`src/rtl/sio_pkg.sv`:
```
package sio_pkg;
  localparam int NFUNC  = 4;
  // function slots, also the priority order (lowest index wins)
  localparam int FN_FDC = 0;
  localparam int FN_S1  = 1;
  localparam int FN_S2  = 2;
  localparam int FN_PAR = 3;
  localparam logic [7:0] DEV_ID = 8'h3C;
endpackage

```
`src/rtl/sio_regfile.sv`:
```
module sio_regfile
  import sio_pkg::*;
#(
  parameter int SER_PORTS = 2,
  parameter int ADDR_W    = 16
) (
  input  logic                           clk,
  input  logic                           rst,
  input  logic                           cfg_we,
  input  logic                           cfg_sel,
  input  logic [7:0]                     cfg_wdata,
  output logic [7:0]                     cfg_rdata,
  output logic [NFUNC-1:0]               fn_en,
  output logic [NFUNC-1:0][ADDR_W-1:0]   win_base
);
  localparam bit         TWO_SER = (SER_PORTS > 1);
  localparam logic [7:0] RBASE   = TWO_SER ? 8'hE0 : 8'hF0;
  localparam logic [7:0] IX_ID   = RBASE;
  localparam logic [7:0] IX_FSEL = RBASE + 8'd2;
  localparam logic [7:0] IX_FDC  = RBASE + 8'd3;
  localparam logic [7:0] IX_PAR  = RBASE + 8'd6;
  localparam logic [7:0] IX_S1   = RBASE + 8'd7;
  localparam logic [7:0] IX_S2   = RBASE + 8'd8;
  localparam logic [7:0] FSEL_M  = TWO_SER ? 8'h1F : 8'h17;
  localparam logic [7:0] FDC_M   = 8'hFC;
  localparam logic [7:0] SER_M   = 8'hFE;
  localparam int         PADW    = ADDR_W - 10;

  logic [7:0] idx_q, fsel_q, fdc_q, par_q, s1_q, s2_q;

  always_ff @(posedge clk) begin
    if (rst) begin
      idx_q  <= 8'h00;
      fsel_q <= 8'h0F & FSEL_M;
      fdc_q  <= 8'hFC;
      par_q  <= 8'hDE;
      s1_q   <= 8'hFE;
      s2_q   <= TWO_SER ? 8'hBE : 8'h00;
    end else if (cfg_we) begin
      if (!cfg_sel) begin
        idx_q <= cfg_wdata;
      end else begin
        if (idx_q == IX_FSEL) fsel_q <= cfg_wdata & FSEL_M;
        if (idx_q == IX_FDC)  fdc_q  <= cfg_wdata & FDC_M;
        if (idx_q == IX_PAR)  par_q  <= cfg_wdata;
        if (idx_q == IX_S1)   s1_q   <= cfg_wdata & SER_M;
        if (TWO_SER && idx_q == IX_S2) s2_q <= cfg_wdata & SER_M;
      end
    end
  end

  logic [7:0] reg_rd;
  always_comb begin
    reg_rd = 8'h00;
    if (idx_q == IX_ID)   reg_rd = DEV_ID;
    if (idx_q == IX_FSEL) reg_rd = fsel_q;
    if (idx_q == IX_FDC)  reg_rd = fdc_q;
    if (idx_q == IX_PAR)  reg_rd = par_q;
    if (idx_q == IX_S1)   reg_rd = s1_q;
    if (TWO_SER && idx_q == IX_S2) reg_rd = s2_q;
  end
  assign cfg_rdata = cfg_sel ? reg_rd : idx_q;

  always_comb begin
    fn_en[FN_FDC] = fsel_q[4];
    fn_en[FN_S1]  = fsel_q[2];
    fn_en[FN_S2]  = TWO_SER && fsel_q[3];
    fn_en[FN_PAR] = (fsel_q[1:0] != 2'b11);
    win_base[FN_FDC] = {{PADW{1'b0}}, fdc_q, 2'b00};
    win_base[FN_S1]  = {{PADW{1'b0}}, s1_q,  2'b00};
    win_base[FN_S2]  = {{PADW{1'b0}}, s2_q,  2'b00};
    win_base[FN_PAR] = {{PADW{1'b0}}, par_q, 2'b00};
  end
endmodule

```
`src/rtl/sio_window.sv`:
```
module sio_window #(
  parameter int ADDR_W = 16,
  parameter int WIN_W  = 3
) (
  input  logic [ADDR_W-1:0] addr,
  input  logic [ADDR_W-1:0] base,
  input  logic              en,
  output logic              hit,
  output logic [WIN_W-1:0]  off
);
  logic [ADDR_W-1:0] diff;
  assign diff = addr - base;
  assign hit  = en && (diff[ADDR_W-1:WIN_W] == '0);
  assign off  = diff[WIN_W-1:0];
endmodule

```
`src/rtl/sio_prio.sv`:
```
module sio_prio #(
  parameter int N     = 4,
  parameter int WIN_W = 3
) (
  input  logic [N-1:0]            hit,
  input  logic [N-1:0][WIN_W-1:0] off_in,
  output logic [N-1:0]            sel,
  output logic [WIN_W-1:0]        off_out
);
  always_comb begin
    sel     = '0;
    off_out = '0;
    for (int i = N - 1; i >= 0; i--) begin
      if (hit[i]) begin
        sel     = '0;
        sel[i]  = 1'b1;
        off_out = off_in[i];
      end
    end
  end
endmodule

```
`src/rtl/sio_cfg_decoder.sv`:
```
module sio_cfg_decoder
  import sio_pkg::*;
#(
  parameter int SER_PORTS = 2,
  parameter int ADDR_W    = 16,
  parameter int WIN_W     = 3
) (
  input  logic              clk,
  input  logic              rst,
  input  logic              cfg_we,
  input  logic              cfg_sel,
  input  logic [7:0]        cfg_wdata,
  output logic [7:0]        cfg_rdata,
  input  logic [ADDR_W-1:0] io_addr,
  output logic [3:0]        io_cs,
  output logic [WIN_W-1:0]  io_off
);
  logic [NFUNC-1:0]             fn_en;
  logic [NFUNC-1:0][ADDR_W-1:0] win_base;
  logic [NFUNC-1:0]             hit;
  logic [NFUNC-1:0][WIN_W-1:0]  woff;
  logic [NFUNC-1:0]             sel_c;
  logic [WIN_W-1:0]             off_c;

  sio_regfile #(.SER_PORTS(SER_PORTS), .ADDR_W(ADDR_W)) u_regs (
    .clk(clk), .rst(rst), .cfg_we(cfg_we), .cfg_sel(cfg_sel),
    .cfg_wdata(cfg_wdata), .cfg_rdata(cfg_rdata),
    .fn_en(fn_en), .win_base(win_base)
  );

  for (genvar g = 0; g < NFUNC; g++) begin : g_win
    sio_window #(.ADDR_W(ADDR_W), .WIN_W(WIN_W)) u_win (
      .addr(io_addr), .base(win_base[g]), .en(fn_en[g]),
      .hit(hit[g]), .off(woff[g])
    );
  end

  sio_prio #(.N(NFUNC), .WIN_W(WIN_W)) u_prio (
    .hit(hit), .off_in(woff), .sel(sel_c), .off_out(off_c)
  );

  always_ff @(posedge clk) begin
    if (rst) begin
      io_cs  <= '0;
      io_off <= '0;
    end else begin
      io_cs  <= sel_c;
      io_off <= off_c;
    end
  end
endmodule

```
`config.mk`:
```
export PLATFORM = sky130hd
export DESIGN_NAME = sio_cfg_decoder
export DESIGN_NICKNAME = d
export VERILOG_FILES = /design/src/rtl/sio_pkg.sv /design/src/rtl/sio_regfile.sv /design/src/rtl/sio_window.sv /design/src/rtl/sio_prio.sv /design/src/rtl/sio_cfg_decoder.sv
export SDC_FILE = /design/constraint.sdc
export NUM_CORES = 1
export LEC_CHECK = 0
export CORE_UTILIZATION = 57
export DETAILED_ROUTE_END_ITERATION = 8
export DONT_BUFFER_PORTS = 1
export PLACE_DENSITY = 0.83
export SLEW_MARGIN = 15
export SYNTH_ARGS = -nofsm -noshare
export SYNTH_HDL_FRONTEND = slang
export SYNTH_SLANG_ARGS = --single-unit
export TNS_END_PERCENT = 20
```
`constraint.sdc`:
```
create_clock -name clk -period 3.5 [get_ports clk]
set_input_delay 0.525 -clock clk [delete_from_list [all_inputs] [get_ports clk]]
set_output_delay 0.525 -clock clk [all_outputs]
set_load 0.1 [all_outputs]
```
# After elaboration in Yosys (flattened, before gate mapping)
# Cells that the tools add are included.
# Widths: inputs -> output; s select.
# word_totals
out_inout_bits,15
regBits,48
word_cells,55
# classes
n_reduce_logical,17
addsub,4
bitwise_logic,1
eq_ne,7
muxes,15
# op_table
operator,n
$sub 16x10->16,4
$logic_not 13->1,4
$eq 8x8->1 const B,6
$mux 8,5
$mux 3,5
$reduce_and 3->1,5
$mux 6,2
$logic_and 1x1->1,4
$mux 4,1
$reduce_or 4->1,1
$reduce_or 3->1,1
$mux 2,1
$ne 2x2->1 const B,1
$reduce_and 2->1,1
$reduce_or 2->1,1
$mux 1,1
$not 1->1,1

# Depth between registers and ports, before layout
# logic_depth
word_depth,8
depth_mapped,12

# Modules after synthesis
# From an unflattened synthesis, not the netlist that was laid out.
# unflattened
hier_cells,831
area_unflattened_um2,6160.9
# modules_own_cells
module,area_each_um2,cells_per_inst,n_inst
sio_regfile,2331.0,286,1
sio_window at g_win[2].u_win ...,873.3,130,2
sio_window at g_win[0].u_win ...,867.1,125,2
sio_cfg_decoder,183.9,14,1
sio_prio,165.2,21,1

# Least setup slack after synthesis
# No wires, ideal clock.
# synth_timing
kind,reg-to-output
from,register u_regs.idx_q[4]
to,output port cfg_rdata[2]
path_stages_with_launch,7
arrival_ps,2914
slack_ps,61
n_path_buf,1
cell_sequence,dfxtp_1 nand4b_1 or3_1 clkbuf_1 a221oi_1 a221oi_1 a31oi_1
# synth_between
elab_chain_len,8
elab_cells_between_ends,13
classes_between,eq/ne: 6; mux: 7
# synth_lines
element,line,source
from (decl),sio_regfile.sv:29,"logic [7:0] idx_q, fsel_q, fdc_q, par_q, s1_q, s2_q;"
from (signal assigned),sio_regfile.sv:41,idx_q <= cfg_wdata;
$eq 8x8->1,sio_regfile.sv:55,if (idx_q == IX_ID) reg_rd = DEV_ID;
$mux 6,sio_regfile.sv:55,
$mux 6,sio_regfile.sv:56,if (idx_q == IX_FSEL) reg_rd = fsel_q;
$mux 8,sio_regfile.sv:57,if (idx_q == IX_FDC) reg_rd = fdc_q;
$mux 8,sio_regfile.sv:58,if (idx_q == IX_PAR) reg_rd = par_q;
$mux 8,sio_regfile.sv:59,if (idx_q == IX_S1) reg_rd = s1_q;
$mux 8 (*),sio_regfile.sv:60,if (TWO_SER && idx_q == IX_S2) reg_rd = s2_q;
$mux 8 (*),sio_regfile.sv:62,assign cfg_rdata = cfg_sel ? reg_rd : idx_q;
to (decl),sio_cfg_decoder.sv:13,"output logic [7:0] cfg_rdata,"
# Every way passes the cells marked *; elsewhere a longest branch is shown, timed or not.

# Worst setup path after layout
# layout_timing
from,register u_regs.par_q[0]
to,register io_off[2]
# layout_between
elab_chain_len,7
# layout_lines
element,line,source
from (decl),sio_regfile.sv:29,
from (signal assigned),sio_regfile.sv:45,if (idx_q == IX_PAR) par_q <= cfg_wdata;
$sub 16x10->16 (*),sio_window.sv:12,assign diff = addr - base;
$logic_not 13->1,sio_window.sv:13,assign hit = en && (diff[ADDR_W-1:WIN_W] == '0);
$logic_and 1x1->1,sio_window.sv:13,
$mux 3 (*) (4 in a row),sio_prio.sv:14,if (hit[i]) begin
to (signal assigned),sio_cfg_decoder.sv:45,io_off <= '0;
to (signal assigned),sio_cfg_decoder.sv:48,io_off <= off_c;
to (decl),sio_cfg_decoder.sv:16,output logic [WIN_W-1:0] io_off
# Marks and branches as above.
# A chain may end at the register's enable or synchronous reset.

==> results.yml <==
drt:
  dr.max_layer_used: "met4"
  ant_nets: 0
  route.met2.wl_um: 4790
  via_per_inst: 6.55
  wl_per_cell_um: 18.5
  drcViolationCount: 0
  drt-pass1-iter-count: 5
  wirelength_um: 10200
  wl_met3_um: 762
  vias: 3631
  drt-initial-drc-count: 370
  wl_met1_um: 4420
cells_and_area:
  num_antenna_cells: 0
  final_cells: 554
  area_growth_syn_to_layout_pct: 4.49
  nets: 536
  fin_util_pct: 62.9
  layout-drive-gt1-share_pct: 6.05
placed_design:
  dp_cells: 546
  dpl_worst_slack_ns: 0.359
  dp_hpwl_um: 8040
  finalWeightedCongestion: 0.960
  io_buffers: 0
global_route:
  grt_pass1_wl_um: 15900
  grt_max_degree: 47
  grt_usage_pct: 31.8
  first_global_vias: 3181
  overflow: 0
  antenna_found_initial: 0
synth:
  synth.avg_cell_area_um2: 7.38
  synth.distinct_cells: 54
  synth_top_family_by_area: "simple AND/OR/NAND/NOR gates"
  ys_ff_latch: 48
  synth-simple-area-share_pct: 25.5
  synth_mux_area_share_pct: 2.35
  yosys_most_used_dff: "dfxtp_1"
  synth_compound_area_share_pct: 24.6
  synth_nets: 549
  synth-edff-count: 0
  synth_seq_area_share_pct: 26.5
  synth_adder_area_share_pct: 10.8
  synth_xor_area_share_pct: 2.66
  async_reset_ff_share_pct: 0
  synth_warnings: 0
  syn_inst: 491
  mappedNetlistArea_um2: 3620
clocking:
  clock_path_buffers: 2
  path_clk_slew_ns: 0.09
  postCtsHoldBufs: 0
  cts_setup_buffers: 0
  cts.sinks: 48
  clock-root-buffer: "clkbuf_8"
  cts_resized: 0
  htreeDepth: 2
  clkLatencyLatePin_ns: 0.30
  tritoncts: "yes"
  cts_made_buffers: 5
sta:
  fin_crit_ns: 2.94
  slew_headroom_pct: 35.3
  setup_slack_ns: 0.561
  skew_ns: 0.00521
  hold-worst-slack_ns: 0.290
  fmax_mhz: 340
  post-route-period-util_pct: 84.0
  tightest_slew_ns: 0.970
  hold_viol: 0
  finalSetupTns_ns: 0
  drv_slew: 0
  rsz0062_at_grt: "no"
  setup_viol: 0
worst_setup_path:
  end_kind: "flop"
  crit_fanout: 3
  required_ns: 3.73
  critical_path_arrival_ns: 3.17
  critPathKind: "reg2reg"
  r2r.worst_path.cells: 10
  cp-start-kind: "flop"
  r2r_slack_ns: 0.56
pwr:
  ir_drop_uv: 282
  powerDensity_nw_per_um2: 283
  power.static_leakage_nw: 1.70
die:
  rows: 28
  die-width_um: 81.7
  initial_core_util_pct: 60.2
  die_height_um: 81.7
  ios: 43
  core-area_um2: 6030
  die_area_um2: 6680
run_status:
  run_status: "finished clean"
min_path:
  hold_class: "in2reg"
  min_delay_path_depth: 1
job:
  maxCapViolCount: 0
-- final timing paths --
| check | start | endpoint |
|---|---|---|
| max reg2reg | u_regs.par_q[0]$_SDFFE_PP0P_ | io_off[2]$_SDFF_PP0_ |
| min reg2reg | u_regs.fdc_q[5]$_SDFFE_PP1P_ | u_regs.fdc_q[5]$_SDFFE_PP1P_ |
| max | u_regs.par_q[0]$_SDFFE_PP0P_ | io_off[2]$_SDFF_PP0_ |
| min | rst | io_off[2]$_SDFF_PP0_ |
-- power breakdown --
group,leakage (nW),switching [mW],internal [mW],total (mW)
clock,0.0510,0.184,0.158,0.342
combinational,1.26,0.113,0.0631,0.176
sequential,0.389,0.00614,0.550,0.556
-- synth_stat cells, types with 5 or more instances --
cell       instances  share of area [%]
nor3_1            10                1.4
nor2_1            80                8.3
clkbuf_1          23                2.4
inv_1             43                4.5
a211o_1           23                5.6
o21ai_0           11                1.5
xnor2_1            7                1.7
nand3_1           11                1.5
dfxtp_1           48                 27
ha_1              28                9.7
nand2b_1           5               0.86
o2111ai_1          5                1.2
nand2_1           45                4.7
nor2b_1            7                1.2
a21oi_1           36                5.0
a211oi_1           5                1.0
nand3b_1           9                1.9
nor4_1             5               0.86
a31oi_1           12                2.1
nand4_1            6                1.0
-- worst max-delay path: stages, from the launching register on --
cell	delay, ns
dfxtp_1	0.34
ha_1	0.22
fa_1	0.48
inv_1	0.04
a2111oi_2	0.32
nand4_1	0.13
a2111o_1	0.41
nor3_2	0.18
o2111a_1	0.26
or3b_1	0.35
a21oi_1	0.14
-- per-stage QoR --
step	total power [mW]	area, µm²
global route	1.11	3790
finish	1.07	3790
global placement	0.738	3690
floorplan	0.724	3620
detailed placement	0.741	3690
CTS	1.07	3790
-- placed cells by master, fill, tap and decap left out, types with 3 or more instances in the layout --
| master | instances |
|---|---|
| nor2_1 | 80 |
| dfxtp_1 | 48 |
| nand2_1 | 45 |
| inv_1 | 43 |
| a21oi_1 | 34 |
| ha_1 | 28 |
| a211o_1 | 23 |
| nand3_1 | 11 |
| o21ai_0 | 11 |
| nor3_1 | 10 |
| nand3b_1 | 9 |
| a31oi_1 | 8 |
| buf_4 | 8 |
| nor2b_1 | 7 |
| xnor2_1 | 7 |
| nand4_1 | 6 |
| clkbuf_8 | 6 |
| nand2b_1 | 5 |
| a211oi_1 | 5 |
| nor4_1 | 5 |
| o2111ai_1 | 5 |
| a22oi_1 | 4 |
| mux2_2 | 4 |
| a221oi_1 | 4 |
| a31oi_2 | 4 |
| a21o_1 | 4 |
| mux2i_1 | 4 |
| xor2_1 | 4 |
| o21a_1 | 4 |
| and3_1 | 4 |
| nand4b_1 | 3 |
| a2111oi_0 | 3 |
-- cells by family after synthesis --
family / after synthesis
AND/OR/NAND/NOR: 196
AO/OA/AOI/OAI: 127
buffers and inverters: 71
flip-flops: 48
adder cells (fa/ha/maj): 30
XOR/XNOR: 11
multiplexers: 8
-- per-layer routing --
metal  vias up  track usage, %
met5         -               0
met4         0            11.9
met3        24            5.44
met2       177            51.6
met1      1706            42.0
li1       1724               -
-- cell type report --
cell class | count | area, µm²
clock inverter | 2 | 10.0
sequential | 48 | 961
fill | 542 | 2240
timing repair buffer | 8 | 60.1
inverter | 43 | 161
clock buffer | 6 | 82.6
tap | 75 | 93.8
multi-input combinational | 372 | 2420
-- registers in the layout, indices dropped and copies added (netlist names) --
name,count
io_cs,4
io_off,3
u_regs.fdc_q,6
u_regs.fsel_q,5
u_regs.idx_q,8
u_regs.par_q,8
u_regs.s1_q,7
u_regs.s2_q,7
No activity file was read; power rests on OpenSTA's default activity.
